<file path="src/rtl/dtrace_pkg.sv">
package dtrace_pkg;
  localparam int unsigned NWIN = 2;
  localparam int unsigned WIW  = 1;

  typedef enum logic [1:0] {
    MSG_RD    = 2'd0,
    MSG_WR    = 2'd1,
    MSG_FETCH = 2'd2
  } msg_e;
endpackage

</file>
<file path="src/rtl/dtrace_win_match.sv">
module dtrace_win_match #(
  parameter int unsigned AW = 32
) (
  input  logic          valid_i,
  input  logic          we_i,
  input  logic [AW-1:0] addr_i,
  input  logic [AW-1:0] lo_i,
  input  logic [AW-1:0] hi_i,
  input  logic          rd_en_i,
  input  logic          wr_en_i,
  output logic          hit_o
);
  logic in_range;
  logic attr_ok;

  assign in_range = (addr_i >= lo_i) && (addr_i <= hi_i);
  assign attr_ok  = we_i ? wr_en_i : rd_en_i;
  assign hit_o    = valid_i && attr_ok && in_range;
endmodule

</file>
<file path="src/rtl/dtrace_fetch_ctl.sv">
module dtrace_fetch_ctl #(
  parameter int unsigned AW = 32
) (
  input  logic          clk_i,
  input  logic          rst_ni,
  input  logic          fetch_valid_i,
  input  logic [AW-1:0] fetch_addr_i,
  input  logic [AW-1:0] wp_start_i,
  input  logic [AW-1:0] wp_stop_i,
  output logic          active_o
);
  always_ff @(posedge clk_i or negedge rst_ni) begin
    if (!rst_ni) begin
      active_o <= 1'b0;
    end else if (fetch_valid_i) begin
      // stop has precedence
      if (fetch_addr_i == wp_stop_i)       active_o <= 1'b0;
      else if (fetch_addr_i == wp_start_i) active_o <= 1'b1;
    end
  end
endmodule

</file>
<file path="src/rtl/dtrace_fifo.sv">
module dtrace_fifo #(
  parameter int unsigned W     = 8,
  parameter int unsigned DEPTH = 8
) (
  input  logic         clk_i,
  input  logic         rst_ni,
  input  logic         push_i,
  input  logic [W-1:0] din_i,
  output logic         full_o,
  input  logic         pop_i,
  output logic         valid_o,
  output logic [W-1:0] dout_o
);
  localparam int unsigned PW = (DEPTH > 1) ? $clog2(DEPTH) : 1;
  localparam logic [PW:0] CNT_FULL = PW'(DEPTH) | ((PW+1)'(DEPTH) & {1'b1, {PW{1'b0}}});
  localparam logic [PW-1:0] PTR_LAST = PW'(DEPTH - 1);

  logic [W-1:0]  mem [DEPTH];
  logic [PW-1:0] wptr, rptr;
  logic [PW:0]   cnt;
  logic          do_push, do_pop;

  assign full_o  = (cnt == CNT_FULL);
  assign valid_o = (cnt != '0);
  assign do_push = push_i && !full_o;
  assign do_pop  = pop_i && valid_o;
  assign dout_o  = mem[rptr];

  always_ff @(posedge clk_i) begin
    if (do_push) mem[wptr] <= din_i;
  end

  always_ff @(posedge clk_i or negedge rst_ni) begin
    if (!rst_ni) begin
      wptr <= '0;
      rptr <= '0;
      cnt  <= '0;
    end else begin
      if (do_push) wptr <= (wptr == PTR_LAST) ? '0 : wptr + 1'b1;
      if (do_pop)  rptr <= (rptr == PTR_LAST) ? '0 : rptr + 1'b1;
      case ({do_push, do_pop})
        2'b10:   cnt <= cnt + 1'b1;
        2'b01:   cnt <= cnt - 1'b1;
        default: cnt <= cnt;
      endcase
    end
  end
endmodule

</file>
<file path="src/rtl/dtrace_filter.sv">
module dtrace_filter
  import dtrace_pkg::*;
#(
  parameter int unsigned AW    = 32,
  parameter int unsigned DW    = 32,
  parameter int unsigned TW    = 16,
  parameter int unsigned LW    = 8,
  parameter int unsigned DEPTH = 8
) (
  input  logic                      clk_i,
  input  logic                      rst_ni,
  input  logic                      trace_en_i,
  input  logic [NWIN-1:0][AW-1:0]   win_lo_i,
  input  logic [NWIN-1:0][AW-1:0]   win_hi_i,
  input  logic [NWIN-1:0]           win_rd_en_i,
  input  logic [NWIN-1:0]           win_wr_en_i,
  input  logic                      acc_valid_i,
  input  logic                      acc_we_i,
  input  logic [AW-1:0]             acc_addr_i,
  input  logic [DW-1:0]             acc_data_i,
  input  logic                      fetch_valid_i,
  input  logic [AW-1:0]             fetch_addr_i,
  input  logic [AW-1:0]             wp_start_addr_i,
  input  logic [AW-1:0]             wp_stop_addr_i,
  output logic                      fetch_active_o,
  output logic                      rec_valid_o,
  input  logic                      rec_ready_i,
  output logic [1:0]                rec_type_o,
  output logic [WIW-1:0]            rec_win_o,
  output logic [AW-1:0]             rec_addr_o,
  output logic [DW-1:0]             rec_data_o,
  output logic [TW-1:0]             rec_ts_o,
  output logic                      rec_ovf_o,
  output logic [LW-1:0]             loss_cnt_o
);
  typedef struct packed {
    logic [1:0]     typ;
    logic [WIW-1:0] win;
    logic [AW-1:0]  addr;
    logic [DW-1:0]  data;
    logic [TW-1:0]  ts;
    logic           ovf;
  } rec_t;

  localparam int unsigned RW = $bits(rec_t);
  localparam logic [LW+1:0] LOSS_MAX = {2'b00, {LW{1'b1}}};

  logic [NWIN-1:0] hit;
  logic [WIW-1:0]  win_sel;
  logic            dmsg, fmsg, msg_any, fifo_full, push;
  logic [1:0]      drops;
  logic [TW-1:0]   ts_q;
  logic            ovf_q;
  logic [LW+1:0]   loss_sum;
  rec_t            rec_in, rec_out;
  msg_e            dtype;

  for (genvar i = 0; i < NWIN; i++) begin : g_win
    dtrace_win_match #(.AW(AW)) u_match (
      .valid_i (acc_valid_i),
      .we_i    (acc_we_i),
      .addr_i  (acc_addr_i),
      .lo_i    (win_lo_i[i]),
      .hi_i    (win_hi_i[i]),
      .rd_en_i (win_rd_en_i[i]),
      .wr_en_i (win_wr_en_i[i]),
      .hit_o   (hit[i])
    );
  end

  // lowest hitting index wins
  always_comb begin
    win_sel = '0;
    for (int i = NWIN - 1; i >= 0; i--) begin
      if (hit[i]) win_sel = WIW'(i);
    end
  end

  dtrace_fetch_ctl #(.AW(AW)) u_fetch (
    .clk_i         (clk_i),
    .rst_ni        (rst_ni),
    .fetch_valid_i (fetch_valid_i),
    .fetch_addr_i  (fetch_addr_i),
    .wp_start_i    (wp_start_addr_i),
    .wp_stop_i     (wp_stop_addr_i),
    .active_o      (fetch_active_o)
  );

  assign dmsg    = trace_en_i && (|hit);
  assign fmsg    = trace_en_i && fetch_valid_i && fetch_active_o;
  assign msg_any = dmsg || fmsg;
  assign push    = msg_any && !fifo_full;
  assign dtype   = acc_we_i ? MSG_WR : MSG_RD;
  // fetch loses to a same-cycle data record; a full FIFO drops the offered one
  assign drops   = {1'b0, dmsg && fmsg} + {1'b0, msg_any && fifo_full};

  always_comb begin
    if (dmsg) begin
      rec_in = '{typ: dtype, win: win_sel, addr: acc_addr_i, data: acc_data_i,
                 ts: ts_q, ovf: ovf_q};
    end else begin
      rec_in = '{typ: MSG_FETCH, win: '0, addr: fetch_addr_i, data: '0,
                 ts: ts_q, ovf: ovf_q};
    end
  end

  assign loss_sum = {2'b00, loss_cnt_o} + {{LW{1'b0}}, drops};

  always_ff @(posedge clk_i or negedge rst_ni) begin
    if (!rst_ni) begin
      ts_q       <= '0;
      ovf_q      <= 1'b0;
      loss_cnt_o <= '0;
    end else begin
      ts_q       <= ts_q + 1'b1;
      ovf_q      <= (drops != 2'd0) || (ovf_q && !push);
      loss_cnt_o <= (loss_sum > LOSS_MAX) ? {LW{1'b1}} : loss_sum[LW-1:0];
    end
  end

  dtrace_fifo #(.W(RW), .DEPTH(DEPTH)) u_fifo (
    .clk_i   (clk_i),
    .rst_ni  (rst_ni),
    .push_i  (push),
    .din_i   (rec_in),
    .full_o  (fifo_full),
    .pop_i   (rec_ready_i),
    .valid_o (rec_valid_o),
    .dout_o  (rec_out)
  );

  assign rec_type_o = rec_out.typ;
  assign rec_win_o  = rec_out.win;
  assign rec_addr_o = rec_out.addr;
  assign rec_data_o = rec_out.data;
  assign rec_ts_o   = rec_out.ts;
  assign rec_ovf_o  = rec_out.ovf;
endmodule

</file>
<file path="config.mk">
export PLATFORM = sky130hd
export DESIGN_NAME = dtrace_filter
export DESIGN_NICKNAME = d
export VERILOG_FILES = /design/src/rtl/dtrace_pkg.sv /design/src/rtl/dtrace_win_match.sv /design/src/rtl/dtrace_fetch_ctl.sv /design/src/rtl/dtrace_fifo.sv /design/src/rtl/dtrace_filter.sv
export SDC_FILE = /design/constraint.sdc
export NUM_CORES = 1
export LEC_CHECK = 0
export CAP_MARGIN = 20
export CORE_UTILIZATION = 51
export DETAILED_ROUTE_END_ITERATION = 16
export GPL_TIMING_DRIVEN = 0
export HOLD_SLACK_MARGIN = 0.05
export PLACE_DENSITY = 0.82
export SETUP_SLACK_MARGIN = 0.3
export SYNTH_ARGS = -nofsm -noshare
export SYNTH_HDL_FRONTEND = slang
export SYNTH_HIERARCHICAL = 1
export SYNTH_SLANG_ARGS = --single-unit
</file>
<file path="constraint.sdc">
create_clock -name clk_i -period 10.2 [get_ports clk_i]
set_input_delay 1.53 -clock clk_i [delete_from_list [all_inputs] [get_ports clk_i]]
set_output_delay 1.53 -clock clk_i [all_outputs]
set_load 0.02 [all_outputs]
</file>
=== Yosys cells after proc, flatten, opt, wreduce, memory -nomap -nowiden ===
Memory sizes are Yosys's and may differ from the RTL's.
Cells that the tools add are included.

* Add/sub/neg operators: 7
* Magnitude comparators: 5
* Equal/unequal tests: 7
* Multiplexer cells: 14
* Reduce and logical (&&, ||, !) cells: 25

{| class="wikitable"
|+ Operators by type and width
! cell !! number
|-
| 84-bit 2-to-1 mux || 1
|-
| 32-bit equality test || 2
|-
| 32-bit >= comparator || 2
|-
| 32-bit <= comparator || 2
|-
| 16-bit by 1-bit adder with 16-bit output, second input constant || 1
|-
| 1-bit logical AND || 15
|-
| 8-bit by 2-bit adder with 9-bit output || 1
|-
| 9-bit by 8-bit > comparator with 1-bit output, second input constant || 1
|-
| 1-bit 2-to-1 mux || 9
|-
| 8-bit 2-to-1 mux || 1
|-
| 4-bit case mux with 2 select lines || 1
|-
| 3-bit by 1-bit adder with 3-bit output, second input constant || 2
|-
| 3-bit equality test, second input constant || 2
|-
| 3-bit 2-to-1 mux || 2
|-
| 2-bit nonzero test || 3
|-
| 4-bit by 1-bit adder with 4-bit output, second input constant || 1
|-
| 4-bit equality test, second input constant || 1
|-
| 4-bit nonzero test || 1
|-
| 4-bit by 1-bit subtractor with 4-bit output, second input constant || 1
|-
| 1-bit by 1-bit adder with 2-bit output || 1
|-
| 2-bit by 1-bit equality test with 1-bit output, second input constant || 1
|-
| 2-bit equality test, second input constant || 1
|-
| 1-bit logical NOT || 2
|-
| 1-bit logical OR || 2
|-
| 2 further kinds || 2
|}

* Register bits after elaboration: 36
* Memory bits (writable): 672
* Input bits: 299
* Output and inout port bits: 94
* Logic and storage cells: 66
* Memories: 1

{| class="wikitable"
|+ Memory list
! name !! depth !! bits a word !! read ports !! clocked after Yosys merged registers in !! wr ports !! RTL line !! text
|-
| u_fifo.mem || 8 || 84 || 1 || 0 || 1 || dtrace_fifo.sv:18 || <nowiki>logic [W-1:0] mem [DEPTH];</nowiki>
|}

=== Longest topological paths before layout ===
Gate-level depths: netlist of the first run.

* Word-level depth: 11
* Mapped depth: 18
* Depth with buffers taken out: 17

=== Hierarchy ===
Netlist of the first run, hierarchy kept.

{| class="wikitable"
|+ By module, submodules not included
! module !! times used !! cells each !! area an instance (um^2) !! sequential area each (um^2)
|-
| dtrace_fifo || 1 || 1038 || 25862.3 || 20429.6
|-
| dtrace_win_match || 2 || 229 || 1611.5 || 0.0
|-
| dtrace_filter || 1 || 252 || 1898.1 || 625.6
|-
| dtrace_fetch_ctl || 1 || 89 || 737.0 || 25.0
|}

=== Least setup slack after synthesis of the first run ===
No wires, ideal clock.

* Kind: input-to-reg
* From: input port win_hi_i[46] (netlist bit)
* To: memory u_fifo/mem[0][0] (netlist bit), enable pin
* Library setup time: 0.732 ns
* Arrival: 11.576 ns
* Data required time: 9.468 ns
* Path slack: -2.108 ns
* Stages: 12
* Buffers on the path: 0
* Cell sequence: inv_1 > ha_1 > a21oi_2 > nand2_1 > a221o_1 > a211o_1 > a221o_1 > a22oi_2 > a211oi_1 > nor3b_1 > nand2_2 > nor4_1

* Longest elaborated chain between the ends: 10

{| class="wikitable"
|+ Ends and longest elaborated chain
! element !! RTL line !! text
|-
| from (decl) || dtrace_filter.sv:14 || <nowiki>input logic [NWIN-1:0][AW-1:0] win_hi_i,</nowiki>
|-
| 32-bit <= comparator || dtrace_win_match.sv:16 || <nowiki>assign in_range = (addr_i >= lo_i) && (addr_i <= hi_i);</nowiki>
|-
| 1-bit logical AND || dtrace_win_match.sv:16 ||
|-
| 1-bit logical AND || dtrace_win_match.sv:18 || <nowiki>assign hit_o = valid_i && attr_ok && in_range;</nowiki>
|-
| named net hit[1] || dtrace_filter.sv:48 || <nowiki>logic [NWIN-1:0] hit;</nowiki>
|-
| 2-bit OR reduction || dtrace_filter.sv:89 || <nowiki>assign dmsg = trace_en_i && (|hit);</nowiki>
|-
| 1-bit logical AND || dtrace_filter.sv:89 ||
|-
| 1-bit logical OR || dtrace_filter.sv:91 || <nowiki>assign msg_any = dmsg || fmsg;</nowiki>
|-
| 1-bit logical AND || dtrace_filter.sv:92 || <nowiki>assign push = msg_any && !fifo_full;</nowiki>
|-
| named net push || dtrace_filter.sv:50 || <nowiki>logic dmsg, fmsg, msg_any, fifo_full, push;</nowiki>
|-
| 1-bit logical AND || dtrace_fifo.sv:25 || <nowiki>assign do_push = push_i && !full_o;</nowiki>
|-
| 1-bit 2-to-1 mux || dtrace_fifo.sv:30 || <nowiki>if (do_push) mem[wptr] <= din_i;</nowiki>
|-
| 1-bit 2-to-1 mux (implied by the code) || dtrace_fifo.sv:30 ||
|-
| to (decl) || dtrace_fifo.sv:18 ||
|}

The timed path passes the listed nets, and every way through them passes these cells.

=== Worst setup path after layout of the first run ===
* From: input port acc_addr_i[14]
* To: memory u_fifo/mem[1][46] (netlist bit), enable pin

* Longest elaborated chain between the ends: 10
* Elaborated cells on any way between the ends: 15
* Classes of those cells: 4 x order compare; 2 x mux; 9 x reduce/logical

{| class="wikitable"
|+ Ends and longest elaborated chain
! element !! RTL line !! text
|-
| from (decl) || dtrace_filter.sv:19 || <nowiki>input logic [AW-1:0] acc_addr_i,</nowiki>
|-
| 32-bit >= comparator / 32-bit <= comparator (equally long branches) || dtrace_win_match.sv:16 ||
|-
| 1-bit logical AND * || dtrace_win_match.sv:16 ||
|-
| 1-bit logical AND * || dtrace_win_match.sv:18 ||
|-
| named net hit[0] || dtrace_filter.sv:48 ||
|-
| 2-bit OR reduction * || dtrace_filter.sv:89 ||
|-
| 1-bit logical AND * || dtrace_filter.sv:89 ||
|-
| 1-bit logical OR * || dtrace_filter.sv:91 ||
|-
| 1-bit logical AND * || dtrace_filter.sv:92 ||
|-
| named net push || dtrace_filter.sv:50 ||
|-
| 1-bit logical AND * || dtrace_fifo.sv:25 ||
|-
| 1-bit 2-to-1 mux * || dtrace_fifo.sv:30 ||
|-
| 1-bit 2-to-1 mux (implied by the code) * || dtrace_fifo.sv:30 ||
|}

The timed path passes the listed nets; every way through them passes the cells marked *.

==> results.toml, run 1 <==
[outcome]
status = "finished clean"

[flow_run]
max_cap_viol_count = 0

[timing]
rsz0062_at_grt = "no"
slew_headroom = 0.305
fmax_mhz = 154
hold_viol_final = 0
min_period_ns = 6.50
worst_pin_slew_ns = 1.03
final_max_slew_viol_count = 0
setup_viol = 0
min_period_over_period = 0.637
clock_skew_ns = 0.0149

[finish]
fin_util = 0.645
syn_to_final_growth_pct = 25.3
layout-drive-gt1-share = 0.197
nFillCells = 4285
nets = 2795

[synth]
synth_edf_count = 672
avgSynthCellArea_sq_um = 17.3
async_flop_share = 0.0508
ys_ff_latch = 708
synth_top_area_share = 0.636
ys.flop_type = "edfxtp_1"
netlist_instances = 1837
ys_seq_area_frac = 0.665
synthTopCellsByArea = "edfxtp_1 (64%), mux4_2 (12%), ha_1 (5.5%), mux2_2 (3.2%), dfrtp_1 (2.8%)"
synth_warnings = 6
yosysTopAreaCell = "edfxtp_1"
syn_area_sq_mm = 0.0317
synth.distinct_cells = 58
syn_nets = 2278

[placement]
port_buffers = 392
dp_hpwl_mm = 64.5
place_congestion = 0.903

[global_route]
overflow = 0
antenna_found_initial = 4
grt.total_usage = 0.280
grt_max_degree = 25
first_global_vias = 19651
grt_pass1_wl_mm = 127

[floorplan]
core-area_sq_mm = 0.0616
io_pins = 393
die_w_um = 251
die_area_sq_mm = 0.0632
placementRows = 91
die_h_um = 251
start_util = 0.515

[pwr]
ir_drop_mv = 0.127
pwr_density_cell_mw_per_mm2 = 222
p_leak_nw = 14.3
p_total_w = 0.00881

[routing]
via_per_inst = 5.75
wl_per_cell_um = 26.8
drt_iter0_markers = 1245
drt_first_pass_iters = 6
drt-total-wl_mm = 87.1
via_count = 18645
drtAntennaViolNets = 0
drc = 0

[critical_path]
worst_path_max_delay_cell = "nor3_4"
crit_chain = "clkdlybuf4s50_1 > ha_1 > nand4_1 > or3_1 > a2111oi_0 > o41ai_1 > a22oi_2 > a211oi_1 > nor3b_1 > nand3_1 > nor3_4 > buf_16 > buf_16 > buf_16 > buf_8"
path_class = "in -> reg"
cp_common_cell = "buf_16"
worst-path-max-fanout = 16
crit_required_ns = 10.50
end_kind = "flop"
slowest_delay_ns = 0.78
start_kind = "primary input"
critPathArrivalTime_ns = 6.80

[min_path]
hold_class = "reg -> reg"

[clock_network]
cts_hold_buf = 0
cts-root-buf = "clkbuf_16"
numCtsBuffers = 66
clk_pin_slew_ns = 0.06
ctsHtreeMaxLevel = 3
cts_resized = 0
cts_sinks = 708
cts_tree = "yes"
clk_path_buf_depth = 3
insertion_delay_ns = 0.59
postCtsSetupBuffers = 0
## cells in the mapped netlist, drive strengths merged (3+ instances only)
master / count
nor2b: 5
nor3: 16
a31oi: 4
ha: 140
xnor2: 60
edfxtp: 672
nand2b: 6
nor3b: 4
clkbuf: 21
dfrtp: 36
a21o: 5
nand3: 28
xor2: 20
mux4: 168
a221o: 4
a2111oi: 6
nand4: 34
and4: 5
a21boi: 4
o21ai: 23
mux2: 93
and2: 35
a211oi: 5
a21oi: 52
nand2: 138
and3: 8
nor4: 13
or3: 3
nor2: 26
inv: 142
buf: 38
## kinds of logic (layout without fill, tap and decap cells)
family	Yosys count	after routing	synth area share
buffers and inverters	201	770	0.0271
flip-flops	708	708	0.665
AO/OA/AOI/OAI	119	119	0.0240
multiplexers	262	262	0.153
AND/OR/NAND/NOR	325	325	0.0532
XOR/XNOR	80	80	0.0221
adder cells (fa/ha/maj)	142	142	0.0565
other	0	1	0
## where the power goes
| group | leakage, nW | internal [W] | total, W | switching [W] |
|---|---|---|---|---|
| registers | 6.64 | 0.00326 | 0.00331 | 0.0000499 |
| clock network | 1.06 | 0.00141 | 0.00245 | 0.00104 |
| logic | 6.56 | 0.00149 | 0.00305 | 0.00156 |
## layer usage
metal,up-vias,global-route usage,part of all wire
li1,8213,-,-
met2,761,0.496,0.52
met3,153,0.0498,0.066
met4,4,0.161,0.059
met1,9514,0.320,0.36
met5,-,0,0.00032
## state kept, by name, summed over array words and instances, names as in the netlist
signal            count
ts_q                 16
u_fetch/active_o      1
u_fifo/wptr           3
ovf_q                 1
loss_cnt_o            8
u_fifo/rptr           3
u_fifo/mem          672
u_fifo/cnt            4
## per-stage QoR
| step | cells | worst slack (ns) | cell area (sq um) | hold slack (ns) | TNS, ns |
|---|---|---|---|---|---|
| final | 3244 | 3.70 | 39700 | 0.564 | 0 |
| after global routing | 3243 | 3.41 | 39700 | 0.587 | 0 |
| after CTS | 3243 | 3.71 | 39700 | 0.568 | 0 |
| after detailed placement | 3123 | 3.14 | 37600 | 0.557 | 0 |
| after global placement | 3066 | -6.93 | 36700 | 0.513 | -2765.26 |
| after floorplan | 1837 | 0.146 | 31700 | 0.484 | 0 |
## layout by cell type (no fill, tap or decap), types with 7 or more instances in the layout
master             n
and2_1            35
buf_6             39
buf_1              9
nand2_1          136
a21oi_1           48
mux4_2           168
dfrtp_1           36
ha_1             140
nor3_1            10
buf_12             9
buf_2             21
o21ai_0           19
xnor2_1           60
mux2_2            91
clkinv_1          10
inv_1            140
and3_1             8
clkdlybuf4s50_1  391
nor4_1             7
clkbuf_1          33
nand4_1           32
buf_8              9
xor2_1            20
clkinv_2          14
nand3_1           27
clkbuf_16         71
nor2_1            23
edfxtp_1         672
## critical path: cells and delay by family
kind | cells | cell delay, ns
AOI/OAI and AO/OA | 4 | 1.07
and+or+nand+nor | 5 | 2.35
buffers and inverters | 5 | 1.37
adders and majority gates | 1 | 0.42
## final cells by class
class	instances	area [sq um]	area share
diodes	1	2.50	0.0000630
plain buffers	59	327	0.00822
clock buffers	85	1850	0.0465
clock inverters	35	308	0.00775
inverters	142	533	0.0134
multi-input cells	928	9840	0.248
flip-flops and latches	708	21100	0.530
well taps	837	1050	0.0264
repair buffers	449	4750	0.119
## worst paths after layout
| kind | startpoint | to | slack (ns) | depth (start not counted) |
|---|---|---|---|---|
| max | acc_addr_i[14] | u_fifo/mem[1][46]$_DFFE_PP_ | 3.70 | 15 |
| max in group asynchronous | rst_ni | u_fifo/rptr[0]$_DFFE_PN0P_ | 8.84 | 2 |
| min in group asynchronous | rst_ni | u_fetch/active_o$_DFFE_PN0P_ | 0.87 | 1 |
| min reg2reg | u_fifo/cnt[2]$_DFFE_PN0P_ | u_fifo/cnt[2]$_DFFE_PN0P_ | 0.56 | 2 |
| max reg2reg | u_fifo/cnt[3]$_DFFE_PN0P_ | u_fifo/mem[1][46]$_DFFE_PP_ | 6.62 | 9 |
| min | u_fifo/cnt[2]$_DFFE_PN0P_ | u_fifo/cnt[2]$_DFFE_PN0P_ | 0.56 | 2 |
Note: power is estimated with default switching activity, not from simulation.
==> run 2: changes to the inputs <==
Settings changed: CORE_UTILIZATION 51 to 55, PLACE_DENSITY 0.82 to 0.84.
Clock period 10.2 ns to 6.1 ns, I/O delays scaled along.
==> results.toml, run 2 (synthesis results as in run 1) <==
[finish]
final_common_cell = "edfxtp_1"
diodes = 0
layout.cells.non_filler = 3146
largest_register_ffs = 672
syn_to_final_growth_pct = 25.8
fin_util = 0.704
reg_top3 = "u_fifo/mem (672), ts_q (16), loss_cnt_o (8)"
largest-register = "u_fifo/mem"
layout-drive-gt1-share = 0.208
final_cell_mix = "edfxtp_1 (672), clkdlybuf4s50_1 (391), mux4_2 (168)"
nets = 2778

[pwr]
p_leak_nw = 14.2
sequentialPowerShare = 0.382
pwr_density_cell_mw_per_mm2 = 363
p_sw_w = 0.00438
pwr-share-comb = 0.355
power_frac_clock = 0.262
internal_power_w = 0.0101
switching_share = 0.303
ir_drop_mv = 0.252

[placement]
place_worst_setup_slack_ns = -0.324
place_congestion = 0.955
dp_hpwl_mm = 65.5
dp_cells = 3030
port_buffers = 392

[timing]
rsz0062_at_grt = "no"
slew_headroom = 0.309
finalSetupTns_ns = 0
final_max_slew_viol_count = 0
setup_viol = 0
clock_skew_ns = 0.0197
hold_viol_final = 0
fmax_mhz = 175
worst_pin_slew_ns = 1.03
min_period_over_period = 0.936
min_period_ns = 5.71
hold_ws_ns = 0.284
setup_ws_ns = 0.388

[global_route]
grt_max_degree = 37
grt_pass1_wl_mm = 130
first_global_vias = 20068
antenna_found_initial = 8
overflow = 0
grt.total_usage = 0.308

[min_path]
hold_class = "in -> async"

[critical_path]
crit_required_ns = 6.40
slowest_delay_ns = 0.78
end_kind = "flop"
r2r_end = "u_fifo/cnt[3]$_DFFE_PN0P_"
r2r_cells = 9
r2r-start = "u_fifo/cnt[2]$_DFFE_PN0P_"
worst_path_max_delay_cell = "clkdlybuf4s50_1"
worst-path-max-fanout = 14
critPathArrivalTime_ns = 6.01
start_kind = "primary input"
crit_chain = "clkdlybuf4s50_1 > ha_4 > nand4_1 > nor2_1 > a221o_1 > a211o_1 > a221o_1 > a22oi_2 > a211oi_2 > nor3b_2 > nand3_1 > nor3_4 > buf_16 > buf_16 > buf_8"
path_class = "in -> reg"
r2r_slack_ns = 2.59

[floorplan]
core-area_sq_mm = 0.0567
die_area_sq_mm = 0.0586
placementRows = 87
start_util = 0.559
die_w_um = 242
io_pins = 393
die_h_um = 242

[clock_network]
clk_pin_slew_ns = 0.07
clk_path_buf_depth = 3
postCtsSetupBuffers = 0
ctsHtreeMaxLevel = 2
cts_hold_buf = 0
numCtsBuffers = 61
cts_tree = "yes"
cts_sinks = 708
insertion_delay_ns = 0.60
cts-root-buf = "clkbuf_16"

[routing]
via_count = 18870
drt_iter0_markers = 1469
drt_first_pass_iters = 5
drtAntennaViolNets = 0
drc = 0
via_per_inst = 6.00
drt-total-wl_mm = 89.9
wl_per_cell_um = 28.6

[flow_run]
max_cap_viol_count = 0

[outcome]
status = "finished clean"
[run 2: changes by cell type in the layout (fill, tap and decap cells not counted), moves of 4 or more]
cell	before	now
clkbuf_1	33	39
buf_16	6	19
a2111oi_2	0	4
inv_1	140	122
ha_1	140	119
inv_2	2	14
inv_4	0	4
clkinv_2	14	9
ha_4	0	21
clkbuf_16	71	63
a2111oi_0	6	1
buf_6	39	18
[run 2: layout make-up]
class	instances	area, sq um
clock buffers	84	1690
multi-input cells	928	10200
fillers	3534	16800
well taps	756	946
repair buffers	437	4850
plain buffers	59	329
flip-flops and latches	708	21100
inverters	142	556
clock inverters	32	287
[run 2: how the worst max path moves through the flow]
stage	from	end	slack (ns)	cells past startpoint
2_1_floorplan	acc_addr_i[14]	u_fifo/mem[7][0]$_DFFE_PP_	-0.79	11
3_3_place_gp	acc_addr_i[14]	u_fifo/mem[5][41]$_DFFE_PP_	-5.70	12
3_5_place_dp	acc_addr_i[0]	u_fifo/cnt[3]$_DFFE_PN0P_	-0.32	16
4_1_cts	acc_addr_i[14]	u_fifo/mem[0][71]$_DFFE_PP_	0.36	14
5_1_grt	acc_addr_i[14]	loss_cnt_o[6]$_DFF_PN0_	0.29	16
6_report	acc_addr_i[14]	u_fifo/mem[1][78]$_DFFE_PP_	0.39	15
[run 2: power by group through the flow]
stage / combinational (W) / sequential (W) / clock, W
6_report: 0.00515 / 0.00554 / 0.00380
5_1_grt: 0.00541 / 0.00554 / 0.00401
4_1_cts: 0.00521 / 0.00554 / 0.00384
3_5_place_dp: 0.00515 / 0.00564 / 0
3_3_place_gp: 0.00500 / 0.00563 / 0
2_1_floorplan: 0.00307 / 0.00562 / 0
[run 2: worst max-delay path, delay by kind of cell]
| family | cells | cell delay [ns] |
|---|---|---|
| simple gates | 5 | 1.86 |
| compound gates | 5 | 1.50 |
| buf+inv | 4 | 1.39 |
| fa+ha+maj | 1 | 0.29 |
[run 2: timing repair]
item	CTS	global route
gates resized for setup	1	3
cloned	0	0
pin swaps	0	1
endpoints found under the setup margin	1	13
[run 2: metal layers]
metal  global-route usage  wire length, um  vias up
li1                     -                -     8173
met1                0.348            30600     9513
met2                0.552            47200      969
met3               0.0593             6750      203
met4                0.161             5300       12
met5                    0               89        -
[run 2: through the flow]
step                area [sq um]  power, W
floorplan                  32100   0.00869
global placement           36900    0.0106
detailed placement         37900    0.0108
CTS                        39900    0.0146
global route               39900    0.0150
finish                     39900    0.0145
